File: src/rtl/sea_pkg.sv
package sea_pkg;
  localparam int INC_W = 5;

  function automatic logic [3:0] ones8(input logic [7:0] v);
    logic [3:0] n;
    n = '0;
    for (int i = 0; i < 8; i++) n = n + {3'd0, v[i]};
    return n;
  endfunction

  function automatic logic [3:0] febe_decode(input logic [3:0] f);
    return (f <= 4'd8) ? f : 4'd0;
  endfunction

  typedef enum logic [1:0] {CH_SEC = 2'd0, CH_LINE = 2'd1, CH_PATH = 2'd2, CH_FEBE = 2'd3} chan_e;
endpackage

File: src/rtl/sea_event_calc.sv
module sea_event_calc
  import sea_pkg::*;
#(
  parameter int LINE_BYTES = 3
) (
  input  logic                    frm_valid,
  input  logic                    blk_mode,
  input  logic                    three_ch,
  input  logic [7:0]              sec_rx,
  input  logic [7:0]              sec_calc,
  input  logic [8*LINE_BYTES-1:0] line_rx,
  input  logic [8*LINE_BYTES-1:0] line_calc,
  input  logic [7:0]              path_rx,
  input  logic [7:0]              path_calc,
  input  logic [3:0]              febe_fld,
  output logic [INC_W-1:0]        inc_sec,
  output logic [INC_W-1:0]        inc_line,
  output logic [INC_W-1:0]        inc_path,
  output logic [INC_W-1:0]        inc_febe
);
  logic [7:0] sec_d, path_d;
  logic [7:0] line_d [LINE_BYTES];
  logic [INC_W-1:0] line_part [LINE_BYTES];

  assign sec_d  = sec_rx ^ sec_calc;
  assign path_d = path_rx ^ path_calc;

  for (genvar b = 0; b < LINE_BYTES; b++) begin : g_lane
    logic lane_on;
    if (b == 0) begin : g_first
      assign lane_on = 1'b1;
    end else begin : g_rest
      assign lane_on = three_ch;
    end
    assign line_d[b]    = lane_on ? (line_rx[8*b +: 8] ^ line_calc[8*b +: 8]) : 8'd0;
    assign line_part[b] = {{(INC_W-4){1'b0}}, ones8(line_d[b])};
  end

  always_comb begin
    logic [INC_W-1:0] lsum;
    logic             lany;
    lsum = '0;
    lany = 1'b0;
    for (int b = 0; b < LINE_BYTES; b++) begin
      lsum = lsum + line_part[b];
      lany = lany | (|line_d[b]);
    end
    inc_sec  = '0;
    inc_line = '0;
    inc_path = '0;
    inc_febe = '0;
    if (frm_valid) begin
      if (blk_mode) begin
        inc_sec  = {{(INC_W-1){1'b0}}, |sec_d};
        inc_path = {{(INC_W-1){1'b0}}, |path_d};
        inc_line = {{(INC_W-1){1'b0}}, lany};
      end else begin
        inc_sec  = {{(INC_W-4){1'b0}}, ones8(sec_d)};
        inc_path = {{(INC_W-4){1'b0}}, ones8(path_d)};
        inc_line = lsum;
      end
      inc_febe = {{(INC_W-4){1'b0}}, febe_decode(febe_fld)};
    end
  end
endmodule

File: src/rtl/sea_accum.sv
module sea_accum
  import sea_pkg::*;
#(
  parameter int CNT_W = 16
) (
  input  logic             clk,
  input  logic             rst,
  input  logic [INC_W-1:0] inc,
  input  logic             take,
  input  logic             publish,
  output logic [CNT_W-1:0] hold_q
);
  localparam logic [CNT_W:0] TOP = {1'b0, {CNT_W{1'b1}}};

  logic [CNT_W-1:0] cnt_q, stage_q;
  logic [CNT_W:0]   sum, base;

  always_comb begin
    base = take ? '0 : {1'b0, cnt_q};
    sum  = base + {{(CNT_W+1-INC_W){1'b0}}, inc};
    if (sum > TOP) sum = TOP;
  end

  always_ff @(posedge clk) begin
    if (rst) begin
      cnt_q   <= '0;
      stage_q <= '0;
      hold_q  <= '0;
    end else begin
      cnt_q <= sum[CNT_W-1:0];
      if (take)    stage_q <= cnt_q;
      if (publish) hold_q  <= stage_q;
    end
  end
endmodule

File: src/rtl/sea_xfer_ctrl.sv
module sea_xfer_ctrl #(
  parameter int XFER_LAT = 3
) (
  input  logic clk,
  input  logic rst,
  input  logic req,
  output logic take,
  output logic publish,
  output logic busy
);
  localparam int BW = $clog2(XFER_LAT + 1);
  localparam logic [BW-1:0] LAT_V = BW'(XFER_LAT);

  logic [BW-1:0] left_q;

  assign busy    = (left_q != '0);
  assign take    = req && !busy;
  assign publish = (left_q == BW'(1));

  always_ff @(posedge clk) begin
    if (rst)       left_q <= '0;
    else if (take) left_q <= LAT_V;
    else if (busy) left_q <= left_q - BW'(1);
  end
endmodule

File: src/rtl/sea_irq.sv
module sea_irq #(
  parameter int NCH = 4
) (
  input  logic           clk,
  input  logic           rst,
  input  logic [NCH-1:0] event_v,
  input  logic [NCH-1:0] irq_en,
  input  logic           irq_rd,
  output logic [NCH-1:0] irq_sts
);
  for (genvar k = 0; k < NCH; k++) begin : g_flag
    always_ff @(posedge clk) begin
      if (rst)                         irq_sts[k] <= 1'b0;
      else if (event_v[k] && irq_en[k]) irq_sts[k] <= 1'b1;
      else if (irq_rd)                 irq_sts[k] <= 1'b0;
    end
  end
endmodule

File: src/rtl/sonet_err_accum.sv
module sonet_err_accum
  import sea_pkg::*;
#(
  parameter int LINE_BYTES = 3,
  parameter int SEC_W      = 16,
  parameter int LINE_W     = 20,
  parameter int PATH_W     = 16,
  parameter int FEBE_W     = 20,
  parameter int XFER_LAT   = 3
) (
  input  logic                    clk,
  input  logic                    rst,
  input  logic                    frm_valid,
  input  logic                    blk_mode,
  input  logic                    three_ch,
  input  logic [7:0]              sec_rx,
  input  logic [7:0]              sec_calc,
  input  logic [8*LINE_BYTES-1:0] line_rx,
  input  logic [8*LINE_BYTES-1:0] line_calc,
  input  logic [7:0]              path_rx,
  input  logic [7:0]              path_calc,
  input  logic [3:0]              febe_fld,
  input  logic                    snap_wr,
  input  logic                    snap_all,
  input  logic [3:0]              irq_en,
  input  logic                    irq_rd,
  output logic [SEC_W-1:0]        hold_sec,
  output logic [LINE_W-1:0]       hold_line,
  output logic [PATH_W-1:0]       hold_path,
  output logic [FEBE_W-1:0]       hold_febe,
  output logic                    busy,
  output logic [3:0]              irq_sts
);
  logic [INC_W-1:0] inc_sec, inc_line, inc_path, inc_febe;
  logic take, publish;
  logic [3:0] ev;

  sea_event_calc #(.LINE_BYTES(LINE_BYTES)) u_calc (
    .frm_valid(frm_valid), .blk_mode(blk_mode), .three_ch(three_ch),
    .sec_rx(sec_rx), .sec_calc(sec_calc), .line_rx(line_rx), .line_calc(line_calc),
    .path_rx(path_rx), .path_calc(path_calc), .febe_fld(febe_fld),
    .inc_sec(inc_sec), .inc_line(inc_line), .inc_path(inc_path), .inc_febe(inc_febe)
  );

  sea_xfer_ctrl #(.XFER_LAT(XFER_LAT)) u_xfer (
    .clk(clk), .rst(rst), .req(snap_wr | snap_all),
    .take(take), .publish(publish), .busy(busy)
  );

  sea_accum #(.CNT_W(SEC_W)) u_sec (
    .clk(clk), .rst(rst), .inc(inc_sec), .take(take), .publish(publish), .hold_q(hold_sec));
  sea_accum #(.CNT_W(LINE_W)) u_line (
    .clk(clk), .rst(rst), .inc(inc_line), .take(take), .publish(publish), .hold_q(hold_line));
  sea_accum #(.CNT_W(PATH_W)) u_path (
    .clk(clk), .rst(rst), .inc(inc_path), .take(take), .publish(publish), .hold_q(hold_path));
  sea_accum #(.CNT_W(FEBE_W)) u_febe (
    .clk(clk), .rst(rst), .inc(inc_febe), .take(take), .publish(publish), .hold_q(hold_febe));

  assign ev[CH_SEC]  = |inc_sec;
  assign ev[CH_LINE] = |inc_line;
  assign ev[CH_PATH] = |inc_path;
  assign ev[CH_FEBE] = |inc_febe;

  sea_irq #(.NCH(4)) u_irq (
    .clk(clk), .rst(rst), .event_v(ev), .irq_en(irq_en), .irq_rd(irq_rd), .irq_sts(irq_sts));
endmodule

File: config.mk
export PLATFORM = sky130hd
export DESIGN_NAME = sonet_err_accum
export DESIGN_NICKNAME = d
export VERILOG_FILES = /design/src/rtl/sea_pkg.sv /design/src/rtl/sea_event_calc.sv /design/src/rtl/sea_accum.sv /design/src/rtl/sea_xfer_ctrl.sv /design/src/rtl/sea_irq.sv /design/src/rtl/sonet_err_accum.sv
export SDC_FILE = /design/constraint.sdc
export NUM_CORES = 1
export LEC_CHECK = 0
export BUFFER_PORTS_ARGS = -buffer_cell sky130_fd_sc_hd__clkbuf_2
export CORE_ASPECT_RATIO = 0.6
export CORE_MARGIN = 5
export CORE_UTILIZATION = 52
export DETAILED_ROUTE_END_ITERATION = 10
export GPL_ROUTABILITY_DRIVEN = 0
export GPL_TIMING_DRIVEN = 1
export PLACE_DENSITY = 0.77
export SLEW_MARGIN = 10
export SYNTH_ARGS = -nofsm -noshare
export SYNTH_HDL_FRONTEND = slang
export SYNTH_SLANG_ARGS = --single-unit
File: constraint.sdc
create_clock -name clk -period 7 [get_ports clk]
set_input_delay 1.4 -clock clk [delete_from_list [all_inputs] [get_ports clk]]
set_output_delay 1.4 -clock clk [all_outputs]
set_load 0.01 [all_outputs]
Word level (Yosys, flattened, before mapping). Index checks and enable logic that the tools add are counted.

Flip-flop bits (word level): 222. Input bits: 96. Output and inout bits: 77. Logic and storage cells: 119.

Add/subtract/negate cells: 42. Order comparisons: 5. Equality and inequality tests: 1. Multiplexer cells: 25. Bitwise gates (word level): 8. Reduce and logical (&&, ||, !) cells: 21.

Operators by type and width (number): adder 4 x 1 -> 4 bit (30); two-way mux 20 bit (4); two-way mux 16 bit (4); greater-than comparator 21 x 20 -> 1 bit (second input constant) (2); OR reduction 8 bit (5); XOR 8 bit (5); greater-than comparator 17 x 16 -> 1 bit (second input constant) (2); adder 20 x 4 -> 21 bit (1); adder 20 x 5 -> 21 bit (1); two-way mux 4 bit (5); OR reduction 5 bit (4); adder 16 x 4 -> 17 bit (1); adder 16 x 5 -> 17 bit (1); two-way mux 8 bit (2); two-way mux 5 bit (3); nonzero test 2 bit (6); adder 1 x 1 -> 2 bit (5); adder 4 x 4 -> 5 bit (1); adder 5 x 4 -> 5 bit (1); logical AND 1 bit (5); two-way mux 1 bit (5); less-or-equal comparator 4 bit (second input constant) (1); two-way mux 2 bit (2); bitwise OR 1 bit (3); other kinds (3) (3).

Depth between registers and ports, before layout. Gate-level depths: netlist (run 1).

Depth after elaboration: 16. Mapped depth: 26. Gate-level depth less buffers: 26.

Cells and area by module. From an unflattened synthesis (run 1), not the netlist that was laid out.

Cell total of the unflattened synthesis: 1192. Area total of the unflattened synthesis: 11398.4 sq um.

By module, submodules not included: sea_accum (u_febe ...) (times used 2, cells each 272, area an instance 2641.3 sq um, seq. area each 1201.2 sq um); sea_accum (u_path) (times used 1, cells each 215, area an instance 2129.5 sq um, seq. area each 960.9 sq um); sea_accum (u_sec) (times used 1, cells each 215, area an instance 2124.5 sq um, seq. area each 960.9 sq um); sea_event_calc (times used 1, cells each 176, area an instance 1545.2 sq um, seq. area each 0.0 sq um); sea_irq (times used 1, cells each 16, area an instance 140.1 sq um, seq. area each 80.1 sq um); sea_xfer_ctrl (times used 1, cells each 13, area an instance 120.1 sq um, seq. area each 40.0 sq um); sonet_err_accum (times used 1, cells each 13, area an instance 56.3 sq um, seq. area each 0.0 sq um).

Worst setup path before layout (run 1). Ideal clock, no wire load.

Path kind: in2reg. From: input line_calc[16]. To: register u_line.cnt_q[17]. Library setup time: 0.074 ns. Arrival time: 6.821 ns. Required time: 6.926 ns. Path slack: 0.104 ns. Stages on the path: 25. Buffers on the path: 0. Cell sequence: xor2_1 > and2_1 > ha_1 > inv_1 > fa_1 > inv_1 > fa_1 > inv_1 > fa_1 > inv_1 > fa_1 > xnor2_1 > fa_1 > inv_1 > ha_1 > a21o_1 > a21oi_1 > xor2_1 > nor2_1 > ha_1 > o21ai_0 > o21bai_1 > nand4_2 > nand2b_1 > o21ai_0.

Longest elaborated chain between the ends: 15. Elaborated cells between the ends (all ways): 17. Classes of those cells: add/sub: 9; order compare: 1; mux: 4; bitwise: 2; reduce/logical: 1.

Ends and longest elaborated chain: start, declared (RTL line sonet_err_accum.sv:19) `input logic [8*LINE_BYTES-1:0] line_calc,`; XOR 8 bit (*) (RTL line sea_event_calc.sv:35) `assign line_d[b] = lane_on ? (line_rx[8*b +: 8] ^ line_calc[8*b +: 8]) : 8'd0;`; two-way mux 8 bit (*) (RTL line sea_event_calc.sv:35); adder 1 x 1 -> 2 bit (RTL line sea_pkg.sv:7) `for (int i = 0; i < 8; i++) n = n + {3'd0, v[i]};`; adder 4 x 1 -> 4 bit (6 in series) (RTL line sea_pkg.sv:7); adder 5 x 4 -> 5 bit (RTL line sea_event_calc.sv:45) `lsum = lsum + line_part[b];`; two-way mux 5 bit (*) (RTL line sea_event_calc.sv:53) `if (blk_mode) begin`; two-way mux 5 bit (*) (RTL line sea_event_calc.sv:52) `if (frm_valid) begin`; adder 20 x 5 -> 21 bit (*) (RTL line sea_accum.sv:20) `sum = base + {{(CNT_W+1-INC_W){1'b0}}, inc};`; greater-than comparator 21 x 20 -> 1 bit (RTL line sea_accum.sv:21) `if (sum > TOP) sum = TOP;`; two-way mux 20 bit (*) (RTL line sea_accum.sv:21); end signal, assigned (RTL line sea_accum.sv:30) `cnt_q <= sum[CNT_W-1:0];`; end, declared (RTL line sea_accum.sv:15) `logic [CNT_W-1:0] cnt_q, stage_q;`.

Mark *: on every way between the ends. The rest lies on a longest branch, timed or not. A chain may end at the register's enable or synchronous reset.

Worst setup path in the final report (run 1). Ends and elaborated chain as after synthesis.

==> results of run 1 <==
routing by layer:
| layer | track usage | share of wire |
|---|---|---|
| met1 | 0.3023 | 0.49 |
| met2 | 0.3209 | 0.43 |
| met3 | 0.04170 | 0.054 |
| met4 | 0.04686 | 0.021 |
| met5 | 0 | 0 |
final timing paths:
check,start,slack [ps],end
worst max-delay path,line_calc[16],400,u_line.cnt_q[17]
worst min-delay path,u_line.cnt_q[2],450,u_line.stage_q[2]
worst max register to register,u_xfer.left_q[0],3270,u_febe.cnt_q[15]
worst min register to register,u_line.cnt_q[2],450,u_line.stage_q[2]
flip-flops by register name, indices dropped and copies added, names as in the netlist, 20 cells and up:
signal,count
u_febe.cnt_q,20
u_febe.stage_q,20
u_febe.hold_q,20
u_line.stage_q,20
u_line.cnt_q,20
u_line.hold_q,20
synthesized netlist by cell type (10+ instances only):
| cell | number |
|---|---|
| fa_1 | 29 |
| nor2_1 | 106 |
| mux2i_1 | 75 |
| buf_1 | 12 |
| a21oi_1 | 117 |
| dfxtp_1 | 222 |
| nor3_1 | 10 |
| o21ai_1 | 20 |
| xor2_1 | 56 |
| nand4_1 | 13 |
| a211oi_1 | 15 |
| nand2_1 | 187 |
| xnor2_1 | 35 |
| ha_1 | 42 |
| nand3_1 | 17 |
| nor2b_1 | 11 |
| inv_1 | 75 |
| clkbuf_1 | 40 |
| o21ai_0 | 11 |
| and2_1 | 30 |
stage by stage:
| stage | hold slack, ps | TNS [ps] | setup slack (ps) | total power [W] |
|---|---|---|---|---|
| floorplan | 427.3 | 0 | 104.2 | 0.001960 |
| global placement | 434.1 | 0 | 79.15 | 0.002153 |
| detailed placement | 437.5 | -339.5 | -79.54 | 0.002184 |
| CTS | 444.2 | 0 | 427.7 | 0.003426 |
| global route | 470.9 | 0 | 58.07 | 0.003607 |
| finish | 446.1 | 0 | 395.6 | 0.003390 |
cell families after synthesis:
kind of cell,Yosys count,synth area share
adder cells (fa/ha/maj),71,0.1008
AO/OA/AOI/OAI,229,0.1267
AND/OR/NAND/NOR,422,0.1771
XOR/XNOR,91,0.07260
buffers and inverters,138,0.04958
multiplexers,75,0.06838
flip-flops,222,0.4048
worst max-delay path: cells and delay by family:
| family | cells | cell delay (ps) |
|---|---|---|
| simple gates | 4 | 670 |
| buf+inv | 8 | 580 |
| xor+xnor | 1 | 160 |
| compound gates | 3 | 590 |
| fa+ha+maj | 9 | 3550 |
power groups by stage:
| stage | clock, W | combinational [W] | sequential [W] |
|---|---|---|---|
| 6_report | 0.00123 | 0.000840 | 0.00132 |
| 5_1_grt | 0.00132 | 0.000961 | 0.00132 |
| 4_1_cts | 0.00126 | 0.000845 | 0.00132 |
| 3_5_place_dp | 0 | 0.000837 | 0.00135 |
| 3_3_place_gp | 0 | 0.000807 | 0.00135 |
| 2_1_floorplan | 0 | 0.000616 | 0.00134 |
final cells by class:
type                    instances  area [sq um]  area share
clock buffers                  28         634.4     0.04949
inverters                      75         281.5     0.02196
repair buffers                184         969.7     0.07565
flip-flops and latches        222          4444      0.3467
clock inverters                10         127.6    0.009957
well taps                     279         349.1     0.02724
multi-input cells             888          6011      0.4690
==> impl_metrics.ini, run 1 <==
[sta]
worst_slew_pin_slew_ps = 947.2
setup_viol = 0
fmax_ghz = 0.1514
clock_skew_ps = 7.646
finalMaxSlewViolations = 0
post-route-min-period_ps = 6604
min_period_over_period = 0.9435
hold_violations = 0
rsz0062_at_grt = false
slew_headroom = 0.3686

[setup_path]
r2r_cells = 13
arrival_ps = 6950
crit_path_max_fanout = 9
end_kind = flip-flop
start_kind = input port
cp_slowest_cell = fa_1
path_common_cell = inv_1
critPathMaxStageDelay_ps = 530
cp_data_required_time_ps = 7350
critPathKind = input port to flip-flop

[power]
p_sw_w = 0.001001
seqPwrFrac = 0.389
internal_power_w = 0.002389
irDropWorstVdd_v = 0.0001630
p_sw_frac = 0.2953
combPwrFrac = 0.248
clockPowerShare = 0.363
p_per_area_nw_per_um2 = 264.5
p_leak_nw = 5.287

[global_route]
grt_pass1_vias = 8598
grt_overflow_total = 0
grt_antenna_before_repair = 0
track_usage = 0.2075
grt_first_pass_wirelength_um = 42200
grt_max_degree = 124

[die]
row_count = 41
core-area_sq_um = 20880
die_y_um = 122.5
io_pins = 173
die_x_um = 197.6
initial_utilization = 0.5258
dieArea_sq_um = 24210

[layout]
fin_area_sq_um = 12820
fin_util = 0.6139
final_cell_mix = dfxtp_1, nand2_1, clkbuf_2
area_growth_pct = 16.75
drive_above_1_share = 0.1720
instances_no_fill = 1686
layout_commonest_cell = dfxtp_1
nFillCells = 1794
nNetsFinal = 1560
diodes = 0

[yosys]
synth.largest_area_cell = dfxtp_1
synth_ff_type = dfxtp_1
syn_nets = 1415
synth_top_area_frac = 0.4048
syn_area_per_cell_sq_um = 8.796
yosys-top-cells-area = dfxtp_1, mux2i_1, nand2_1, a21oi_1, fa_1
synthArstFlopShare = 0
synth_seq_cells = 222
ys_types = 62
seq_area_frac_synth = 0.4048
synthCells = 1248
ys_warn_count = 0
netlist_area_sq_um = 10980
synth_edf_count = 0

[clocking]
htree_num_levels = 1
cts_buffers = 22
cts_max_path_buffers = 3
cts_setup_buffers = 0
clk_latency_ps = 490
tritoncts = built
holdBufCountCts = 0
clkSinkCount = 222
path_clk_slew_ps = 60
ctsResizeCount = 0
cts_root_buf = clkbuf_16

[detailed_routing]
routed_wl_um = 25350
final_antenna_net_count = 0
drc = 0
vias = 8909
drt_iter0_drc = 564
drt_first_pass_iters = 5
via_per_inst = 5.284
wl_per_cell_um = 15.04

[worst_hold_path]
hp-class = flip-flop to flip-flop
hold_depth = 2

[placement]
dp_hpwl_um = 18070
place_area_sq_um = 12060
port_buffers = 172
dp.cells = 1648

[run]
cap_violations = 0

[status]
outcome = complete, no violations
(Power assumes the default switching activity.)
==> inputs of run 2 (changes only) <==
--- a/config.mk
+++ b/config.mk
@@ -6,7 +6,7 @@
 export NUM_CORES = 1
 export LEC_CHECK = 0
 export BUFFER_PORTS_ARGS = -buffer_cell sky130_fd_sc_hd__clkbuf_2
-export CORE_ASPECT_RATIO = 0.6
+export CORE_ASPECT_RATIO = 1.25
 export CORE_MARGIN = 5
 export CORE_UTILIZATION = 52
 export DETAILED_ROUTE_END_ITERATION = 10
==> impl_metrics.ini, run 2 (synthesis gave the netlist of run 1 again) <==
[sta]
fin_ws_ps = 373.9
setup_viol = 0
clock_skew_ps = 34.08
worst_slew_pin_slew_ps = 985.0
rsz0062_at_grt = false
hold_violations = 0
slew_headroom = 0.3408
fmax_ghz = 0.1509
min_period_over_period = 0.9466
post-route-min-period_ps = 6626
holdWs_ps = 436.8
finalMaxSlewViolations = 0

[clocking]
ctsResizeCount = 0
tritoncts = built
cts_setup_buffers = 0
htree_num_levels = 1
clkSinkCount = 222
path_clk_slew_ps = 70
cts_max_path_buffers = 3
cts_root_buf = clkbuf_16
holdBufCountCts = 0
clk_latency_ps = 510
cts_buffers = 21

[layout]
nNetsFinal = 1559
area_growth_pct = 15.83
nFillCells = 1847
instances_no_fill = 1681
drive_above_1_share = 0.1684
diodes = 0
layout_commonest_cell = dfxtp_1
final_cell_mix = dfxtp_1, nand2_1, clkbuf_2

[setup_path]
critPathMaxStageDelay_ps = 530
crit_path_max_fanout = 10
cp_slowest_cell = fa_1
start_kind = input port
critPathKind = input port to flip-flop
cp_data_required_time_ps = 7340
arrival_ps = 6960
end_kind = flip-flop
path_common_cell = fa_1
crit_path_cell_trace = clkbuf_2 > xor2_1 > and2_1 > ha_1 > inv_1 > fa_1 > inv_1 > fa_1 > fa_1 > inv_1 > fa_1 > fa_1 > inv_1 > ha_1 > inv_1 > fa_1 > nor2_1 > ha_1 > a211oi_1 > o21bai_1 > buf_4 > nand4_2 > nand2b_1 > o21ai_0

[die]
dieArea_sq_um = 24140
row_count = 59
core-area_sq_um = 20820
io_pins = 173
die_y_um = 172.5
die_x_um = 140.0
initial_utilization = 0.5273

[detailed_routing]
wl_per_cell_um = 14.36
vias = 8853
routed_wl_um = 24140
drt_first_pass_iters = 5
drc = 0
final_antenna_net_count = 0
via_per_inst = 5.267
drt_iter0_drc = 437

[power]
p_per_area_nw_per_um2 = 258.9
internal_power_w = 0.002291
p_sw_frac = 0.3040
p_leak_nw = 5.231
combPwrFrac = 0.254
p_sw_w = 0.001001
irDropWorstVdd_v = 0.0001521
seqPwrFrac = 0.401
clockPowerShare = 0.345

[status]
outcome = complete, no violations

[global_route]
track_usage = 0.1964
grt_max_degree = 123
grt_overflow_total = 0
grt_antenna_before_repair = 0
grt_pass1_vias = 8823
grt_first_pass_wirelength_um = 40510

[placement]
dp_hpwl_um = 17260
dp.cells = 1643
pre_cts_slack_ps = -90.48
port_buffers = 172

[worst_hold_path]
hp-class = flip-flop to flip-flop

[run]
cap_violations = 0
-- run 2: cell types whose count changed in the layout (fill, tap and decap cells not counted), moves of 2 or more --
cell | before | now
clkbuf_1 | 1 | 6
clkinv_2 | 6 | 4
clkbuf_8 | 4 | 2
clkbuf_16 | 23 | 21
-- run 2: area by class of cell --
cell class	count	area (sq um)	share of cell area
clock buffer	29	575.6	0.04526
timing repair buffer	184	957.2	0.07527
sequential	222	4444	0.3495
tap	274	342.8	0.02696
multi-input combinational	888	6011	0.4727
inverter	75	281.5	0.02214
clock inverter	9	103.9	0.008167
-- run 2: critical path: cells and delay by family --
family / cells / cell delay (ps)
xor+xnor: 1 / 140
fa+ha+maj: 9 / 3620
simple gates: 4 / 690
buf+inv: 7 / 580
compound gates: 3 / 520
-- run 2: routing by layer --
layer,global-route usage,wire [um]
met1,0.2416,10560
met2,0.3659,12000
met3,0.02351,1140
met4,0.04973,438
met5,0,0
-- run 2: power by group through the flow --
stage / clock [W] / sequential (W) / combinational (W)
global placement: 0 / 0.00135 / 0.000800
floorplan: 0 / 0.00134 / 0.000616
global route: 0.00120 / 0.00132 / 0.000963
detailed placement: 0 / 0.00135 / 0.000838
finish: 0.00114 / 0.00132 / 0.000838
CTS: 0.00116 / 0.00132 / 0.000847
-- run 2: path summary, 6_finish.rpt --
check / start / endpoint / slack [ps] / cells after the start
min reg2reg: u_line.cnt_q[3] / u_line.stage_q[3] / 440 / 2
min: u_line.cnt_q[3] / u_line.stage_q[3] / 440 / 2
max: line_calc[8] / u_line.cnt_q[17] / 370 / 24
max reg2reg: u_xfer.left_q[0] / u_path.cnt_q[9] / 3380 / 11
-- run 2: through the flow --
stage | total power [W] | area, sq um | util | TNS (ps)
4_1_cts | 0.003326 | 12720 | 0.6108 | 0
3_5_place_dp | 0.002186 | 12040 | 0.5782 | -452.4
2_1_floorplan | 0.001960 | 10980 | - | 0
6_report | 0.003292 | 12720 | 0.6108 | 0
5_1_grt | 0.003488 | 12720 | 0.6108 | 0
3_3_place_gp | 0.002146 | 12040 | 0.5782 | 0
